## config.mk

```make
export PLATFORM = sky130hd
export DESIGN_NAME = dq_check_node
export DESIGN_NICKNAME = d
export VERILOG_FILES = /design/src/rtl/dq_check_node.sv
export SDC_FILE = /design/constraint.sdc
export NUM_CORES = 2
export LEC_CHECK = 0
export BUFFER_PORTS_ARGS = -buffer_cell sky130_fd_sc_hd__buf_4
export CAP_MARGIN = 25
export CELL_PAD_IN_SITES_DETAIL_PLACEMENT = 0
export CELL_PAD_IN_SITES_GLOBAL_PLACEMENT = 2
export CORE_ASPECT_RATIO = 0.9
export CORE_UTILIZATION = 40
export CTS_BUF_LIST = sky130_fd_sc_hd__clkbuf_8
export DETAILED_ROUTE_END_ITERATION = 8
export PLACE_DENSITY = 0.95
export SYNTH_ARGS = -nofsm -noshare
export SYNTH_HDL_FRONTEND = slang
export SYNTH_SLANG_ARGS = --single-unit
```

## constraint.sdc

```tcl
create_clock -name clk -period 10.6 [get_ports clk]
set_input_delay 0.53 -clock clk [delete_from_list [all_inputs] [get_ports clk]]
set_output_delay 0.53 -clock clk [all_outputs]
set_load 0.01 [all_outputs]
```

## src/rtl/dq_check_node.sv

```systemverilog
module dq_check_node #(
  parameter int DC         = 32,
  parameter int W          = 6,
  parameter int OUTER_FRAC = 2,
  parameter int INNER_FRAC = 5
) (
  input  logic            clk,
  input  logic            rst_n,
  input  logic            in_vld,
  input  logic [DC*W-1:0] in_msg,
  output logic            out_vld,
  output logic [DC*W-1:0] out_msg
);
  localparam int MW   = W - 1;
  localparam int MAXC = (1 << MW) - 1;
  localparam int SW   = MW + $clog2(DC) + 1;

  function automatic int phi_code(int code, int fin, int fout);
    real x, y, s;
    if (code == 0) return MAXC;
    x = real'(code) / real'(1 << fin);
    y = $ln(($exp(x) + 1.0) / ($exp(x) - 1.0));
    s = $floor(y * real'(1 << fout) + 0.5);
    if (s > real'(MAXC)) return MAXC;
    return int'(s);
  endfunction

  logic [MW-1:0] fwd_rom [MAXC+1];
  logic [MW-1:0] inv_rom [MAXC+1];

  for (genvar c = 0; c <= MAXC; c++) begin : g_rom
    localparam int FV = phi_code(c, OUTER_FRAC, INNER_FRAC);
    localparam int IV = phi_code(c, INNER_FRAC, OUTER_FRAC);
    assign fwd_rom[c] = MW'(FV);
    assign inv_rom[c] = MW'(IV);
  end

  logic          v1, v2;
  logic [MW-1:0] t1 [DC];
  logic [MW-1:0] t2 [DC];
  logic [DC-1:0] s1, s2;
  logic          p2;
  logic [SW-1:0] sum2;
  logic [SW-1:0] acc;

  always_ff @(posedge clk) begin
    if (!rst_n) begin
      v1      <= 1'b0;
      v2      <= 1'b0;
      out_vld <= 1'b0;
    end else begin
      v1      <= in_vld;
      v2      <= v1;
      out_vld <= v2;
    end
  end

  for (genvar k = 0; k < DC; k++) begin : g_in
    logic [W-1:0]  x;
    logic [W-1:0]  ax;
    logic [MW-1:0] m;
    assign x  = in_msg[k*W +: W];
    assign ax = x[W-1] ? (~x + 1'b1) : x;
    assign m  = ax[W-1] ? MW'(MAXC) : ax[MW-1:0];
    always_ff @(posedge clk) begin
      t1[k] <= fwd_rom[m];
      s1[k] <= x[W-1];
    end
  end

  always_comb begin
    acc = '0;
    for (int j = 0; j < DC; j++) acc = acc + SW'(t1[j]);
  end

  always_ff @(posedge clk) begin
    sum2 <= acc;
    t2   <= t1;
    s2   <= s1;
    p2   <= ^s1;
  end

  for (genvar k = 0; k < DC; k++) begin : g_out
    logic [SW-1:0] marg;
    logic [MW-1:0] ms;
    logic [MW-1:0] mo;
    logic          sg;
    logic [W-1:0]  val;
    assign marg = sum2 - SW'(t2[k]);
    assign ms   = (marg > SW'(MAXC)) ? MW'(MAXC) : marg[MW-1:0];
    assign mo   = inv_rom[ms];
    assign sg   = p2 ^ s2[k];
    assign val  = sg ? (~{1'b0, mo} + 1'b1) : {1'b0, mo};
    always_ff @(posedge clk) begin
      if (!rst_n)  out_msg[k*W +: W] <= '0;
      else if (v2) out_msg[k*W +: W] <= val;
    end

    AST_NO_MOST_NEG: assert property (@(posedge clk) disable iff (!rst_n)
      out_vld |-> (out_msg[k*W +: W] != {1'b1, {MW{1'b0}}}));
  end

  AST_STAGE_A: assert property (@(posedge clk) disable iff (!rst_n)
    in_vld |=> v1);
  AST_STAGE_B: assert property (@(posedge clk) disable iff (!rst_n)
    v1 |=> v2);
  AST_STAGE_C: assert property (@(posedge clk) disable iff (!rst_n)
    v2 |=> out_vld);
  AST_NO_SPURIOUS: assert property (@(posedge clk) disable iff (!rst_n)
    !in_vld |=> !v1);
  AST_HOLD_IDLE: assert property (@(posedge clk) disable iff (!rst_n)
    !v2 |=> $stable(out_msg));
endmodule

```

# Yosys cells after proc, flatten, opt, wreduce, memory -nomap -nowiden
# Memories as Yosys holds them, arrays and structs flattened. A register that Yosys moved wholly into a read port is not among the register bits.
# Cells that the tools add are included.
# classes
mul,0
n_addsub,127
n_mux,192
n_eq_ne,0
bitwise_logic,160
n_div,0
shifts,0
order_cmp,64
reduce_logical,1
# op_table
operator,count
$mux W5,128
$not A5 Y6,96
$add A6 B1 Y6 const B,64
$mux W6,64
$gt A11 B5 Y1 const B,32
$sub A11 B5 Y11,32
$add A11 B5 Y11,25
$ge A6 B6 Y1 const B,32
$not A6 Y6,32
$reduce_xor A32 Y1,1
$xor A1 B1 Y1,32
$add A10 B5 Y11,1
$add A9 B5 Y10,1
$add A8 B5 Y9,1
$add A7 B5 Y8,1
$add A6 B5 Y7,1
$add A5 B5 Y6,1
# totals
out_inout_bits,193
ramBits,0
elab_cells,710
memories,64
latchBits,0
in_bits,195
mem_bits_ro,10240
reg_bits,431
# mem_list
name,depth,width,rd,rd_clocked_by_memory_dff,wr,line_no,rtl
(name not given),32,5,1,0,0,91,assign mo = inv_rom[ms];
(name not given),32,5,1,0,0,91,
(name not given),32,5,1,0,0,91,
(name not given),32,5,1,0,0,91,
(name not given),32,5,1,0,0,91,
(name not given),32,5,1,0,0,91,
58 more memories,-,-,-,-,-,-,

# Logic depth before layout (Yosys ltp)
# logic_depth
depth_word,31
mapped_depth,24
mapped_depth_nobuf,24

# Least setup slack after synthesis
# Ideal clock, no wire load.
# synth_timing
kind,reg2reg
from,register t1[3] (netlist bit)
to,register sum2[9]
n_path_buf,0
arrival_ns,5.959
t_required_ns,10.528
path_stages_with_launch,21
setup_ns,0.072
setup_slack_ns,4.570
period_less_slack_ns,6.030
cell_sequence,dfxtp_1 > inv_1 > fa_1 > inv_1 > fa_1 > fa_1 > fa_1 > fa_1 > fa_1 > fa_1 > inv_1 > fa_1 > inv_1 > ha_1 > a21o_1 > a21oi_1 > o21bai_1 > a21oi_1 > o21bai_1 > a21oi_1 > xor2_1
# synth_between
elab_chain_cells,1
# synth_rtl
element,line_no,rtl
from (decl),39,logic [MW-1:0] t1 [DC];
$add A11 B5 Y11,73,for (int j = 0; j < DC; j++) acc = acc + SW'(t1[j]);
named net acc[9],44,logic [SW-1:0] acc;
to (signal assigned),77,sum2 <= acc;
to (decl),43,logic [SW-1:0] sum2;
# The timed path passes the listed nets, and every way through them passes these cells.
# A chain may end at the register's enable or synchronous reset.

# Worst setup path in the final report
# Ends and elaborated chain as after synthesis.

==> summary.txt <==
Timing
  • RSZ-0062 raised after global routing: no
  • Period utilization: 61.0%
  • Tightest Pin Transition: 1.05 ns
  • Fmax: 155 MHz
  • Hold Vio Cnt, Final: 0
  • Fin Setup TNS: 0 ns
  • Final Max Slew Viols: 0
  • Worst slew margin: 29.8%
  • Final setup fails: 0
  • Final period demand of the worst path: 6.47 ns
  • Final Skew: 0.0293 ns

Finish
  • Share of cells above drive strength 1: 10.8%
  • P&R area growth vs syn: 16.0%
  • Nets: 6359
  • Post-Layout Cell Count: 7191
  • Final core occ: 46.9%
  • Fill cells: 10400
  • Design area: 0.0495 mm2
  • Most frequent cells in the layout: dfxtp_1 (584), inv_1 (555), nor2_1 (539), o21ai_0 (461), buf_4 (413)
  • Most common cell after layout, fill and taps aside: dfxtp_1

Clock network
  • Root Buffer: clkbuf_8
  • Post-CTS resize count: 0
  • TritonCTS clock tree: done
  • CTS H-tree depth: 3
  • CTS clk-pin slew, worst paths: 0.07 ns
  • Longest Clk Path Bufs: 3
  • Clock tree sinks: 591
  • Total CTS buffers: 100
  • Clk_lat worst skew: 0.76 ns

Worst setup path
  • Critical R2R Capture: sum2[9]
  • CP Max Fanout: 2
  • Crit path launch type: flip-flop
  • Critical path type: flip-flop to flip-flop
  • Reg2reg setup slack: 4.13 ns
  • Cell count of the worst reg-to-reg path: 20
  • Crit path launch: t1[3]
  • R2r startpoint: t1[3]
  • CP Capture Type: flip-flop
  • CP Capture Point: sum2[9]
  • Crit path DAT: 7.13 ns
  • Critical Path RT: 11.26 ns

Die
  • Io pins: 388
  • Total die area: 0.108 mm2
  • Starting Density: 40.4%
  • Die Wd: 346 um
  • Number of core rows: 113
  • Core area: 0.106 mm2
  • Die H: 312 um

Placed design
  • Dpl cells: 6968
  • Cell Area, Placed: 0.0468 mm2
  • IO Port Bufs: 387
  • Gpl congestion: 0.913
  • Detailed-placement wirelength estimate: 107 mm

Global routing
  • Initial antenna violation count: 4
  • Global Route Usage Sum: 25.3%
  • Gr ovfl total: 0
  • Vias in the first global route: 35900
  • First-pass GRT wire length: 214 mm
  • Largest net degree at the start of global routing: 151

Synthesis
  • Mapped Cells: 5344
  • Ys flop type: dfxtp_1
  • Post-Syn Area: 0.0427 mm2
  • Mapped Nets: 5976
  • Asr flop ratio synth: 0%
  • Yosys top cell by area: dfxtp_1
  • Register area share after synthesis: 27.7%
  • Distinct cells, synth: 86
  • Yosys reg bits: 591
  • Avg Cell Area, Syn: 7.98 um2
  • Number of flops mapped to enable cells by yosys: 0
  • Yosys Warn Count: 0
  • Top post-synthesis cells by area: dfxtp_1 (28%), fa_1 (8.3%), ha_1 (7.7%), o21ai_0 (5.4%), xnor2_1 (5.3%)
  • Share of the synthesized area in the top cell type: 27.7%

Run status
  • Status: complete, no violations

Route
  • DR iter-0 viols: 2930
  • Avg WL per Cell: 19.5 um
  • Vias: 39500
  • WL final: 140 mm
  • DRC violations left: 0
  • Vias/cell: 5.49
  • Post-DRT Antenna Nets: 0
  • Drt pass-1 iters: 6

Run
  • Max-cap check violation count: 0

Hold path
  • Min-delay worst type: primary input to flip-flop
-- worst min path at each step --
stage          startpoint       to  slack, ns  depth (start not counted)
2_1_floorplan     t1[102]  t2[102]       0.33                          0
3_3_place_gp      t1[108]  t2[108]       0.33                          0
3_5_place_dp      t1[113]  t2[113]       0.34                          0
4_1_cts        in_msg[10]  t1[151]       0.06                          3
5_1_grt         in_msg[4]  t1[155]       0.09                          3
6_report        in_msg[4]  t1[155]       0.13                          3
-- layout make-up --
cell class / count / area [um2] / area share (%)
antenna: 1 / 2.50 / 0.00506
multi-input combinational: 4044 / 28100 / 56.8
timing repair buffer: 449 / 3460 / 7.00
sequential: 591 / 11800 / 23.9
clock inverter: 58 / 562 / 1.14
inverter: 541 / 2030 / 4.11
clock buffer: 127 / 1750 / 3.53
tap: 1380 / 1730 / 3.49
-- state kept, by name, summed over array words and instances (netlist names), 11 cells and up --
register	flops
out_msg	192
t1	160
t2	160
s1	32
s2	32
sum2	11
-- logic make-up (layout without fill, tap and decap cells) --
kind of cell / count (synthesis) / after routing / synth area share, %
and+or+nand+nor: 1536 / 1536 / 16.5
adders and majority gates: 438 / 438 / 15.9
AOI/OAI and AO/OA: 1627 / 1627 / 24.2
xor gates and xnor gates: 400 / 400 / 8.23
buffers and inverters: 709 / 1175 / 6.39
DFF: 591 / 591 / 27.7
other: 0 / 1 / 0
muxes: 43 / 43 / 1.03
-- synth_stat cells (11+ instances only) --
master / count
a2111oi_0: 13
a211o_1: 18
a211oi_1: 80
a21boi_0: 27
a21o_1: 49
a21oi_1: 389
a22oi_1: 32
a311oi_1: 33
a31oi_1: 95
a32oi_1: 12
and2_1: 31
and3_1: 21
buf_1: 19
buf_2: 15
clkbuf_1: 126
dfxtp_1: 591
fa_1: 176
ha_1: 261
inv_1: 540
mux2i_1: 35
nand2_1: 387
nand2b_1: 37
nand3_1: 114
nor2_1: 541
nor2b_1: 108
nor3_1: 162
nor4_1: 36
o2111ai_1: 28
o211ai_1: 56
o21a_1: 95
o21ai_0: 461
o21bai_1: 11
o221ai_1: 15
o22ai_1: 33
o311ai_0: 14
o31a_1: 15
o31ai_1: 51
or3_1: 33
or4_1: 15
xnor2_1: 259
xor2_1: 140
-- routing by layer --
layer	GRT usage [%]	vias to the layer above	share of wire, %
met1	36.8	18600	49
met2	39.2	1093	44
li1	-	19600	-
met5	0	-	0
met3	3.44	170	5.2
met4	6.15	0	2.2
-- worst max-delay path, cell delays in order, from the launching register on --
cell and delay (ns):
dfxtp_1 0.33, inv_1 0.06, fa_1 0.55, inv_1 0.06, fa_1 0.52, fa_1 0.57
fa_1 0.56, fa_1 0.54, fa_1 0.52, fa_1 0.54, inv_1 0.05, fa_1 0.59
inv_1 0.06, ha_1 0.28, a21o_1 0.17, a21oi_1 0.22, o21bai_1 0.09, a21oi_1 0.22
o21bai_1 0.09, a21oi_1 0.19, xor2_1 0.19
-- timing repair --
action,in CTS,in global routing
hold buffers,33,0
endpoints found under the hold margin,33,0
setup endpoints to repair,0,0
setup buffers,0,0
-- metrics by stage --
| stage | hold slack, ns | worst slack (ns) |
|---|---|---|
| floorplan | 0.331 | 4.57 |
| global placement | 0.333 | 4.25 |
| detailed placement | 0.336 | 4.12 |
| CTS | 0.0644 | 4.09 |
| global route | 0.0922 | 3.77 |
| finish | 0.128 | 4.13 |
Power is not shown: default switching activity piles up to over one toggle a cycle in this logic, so the estimate is an artifact.
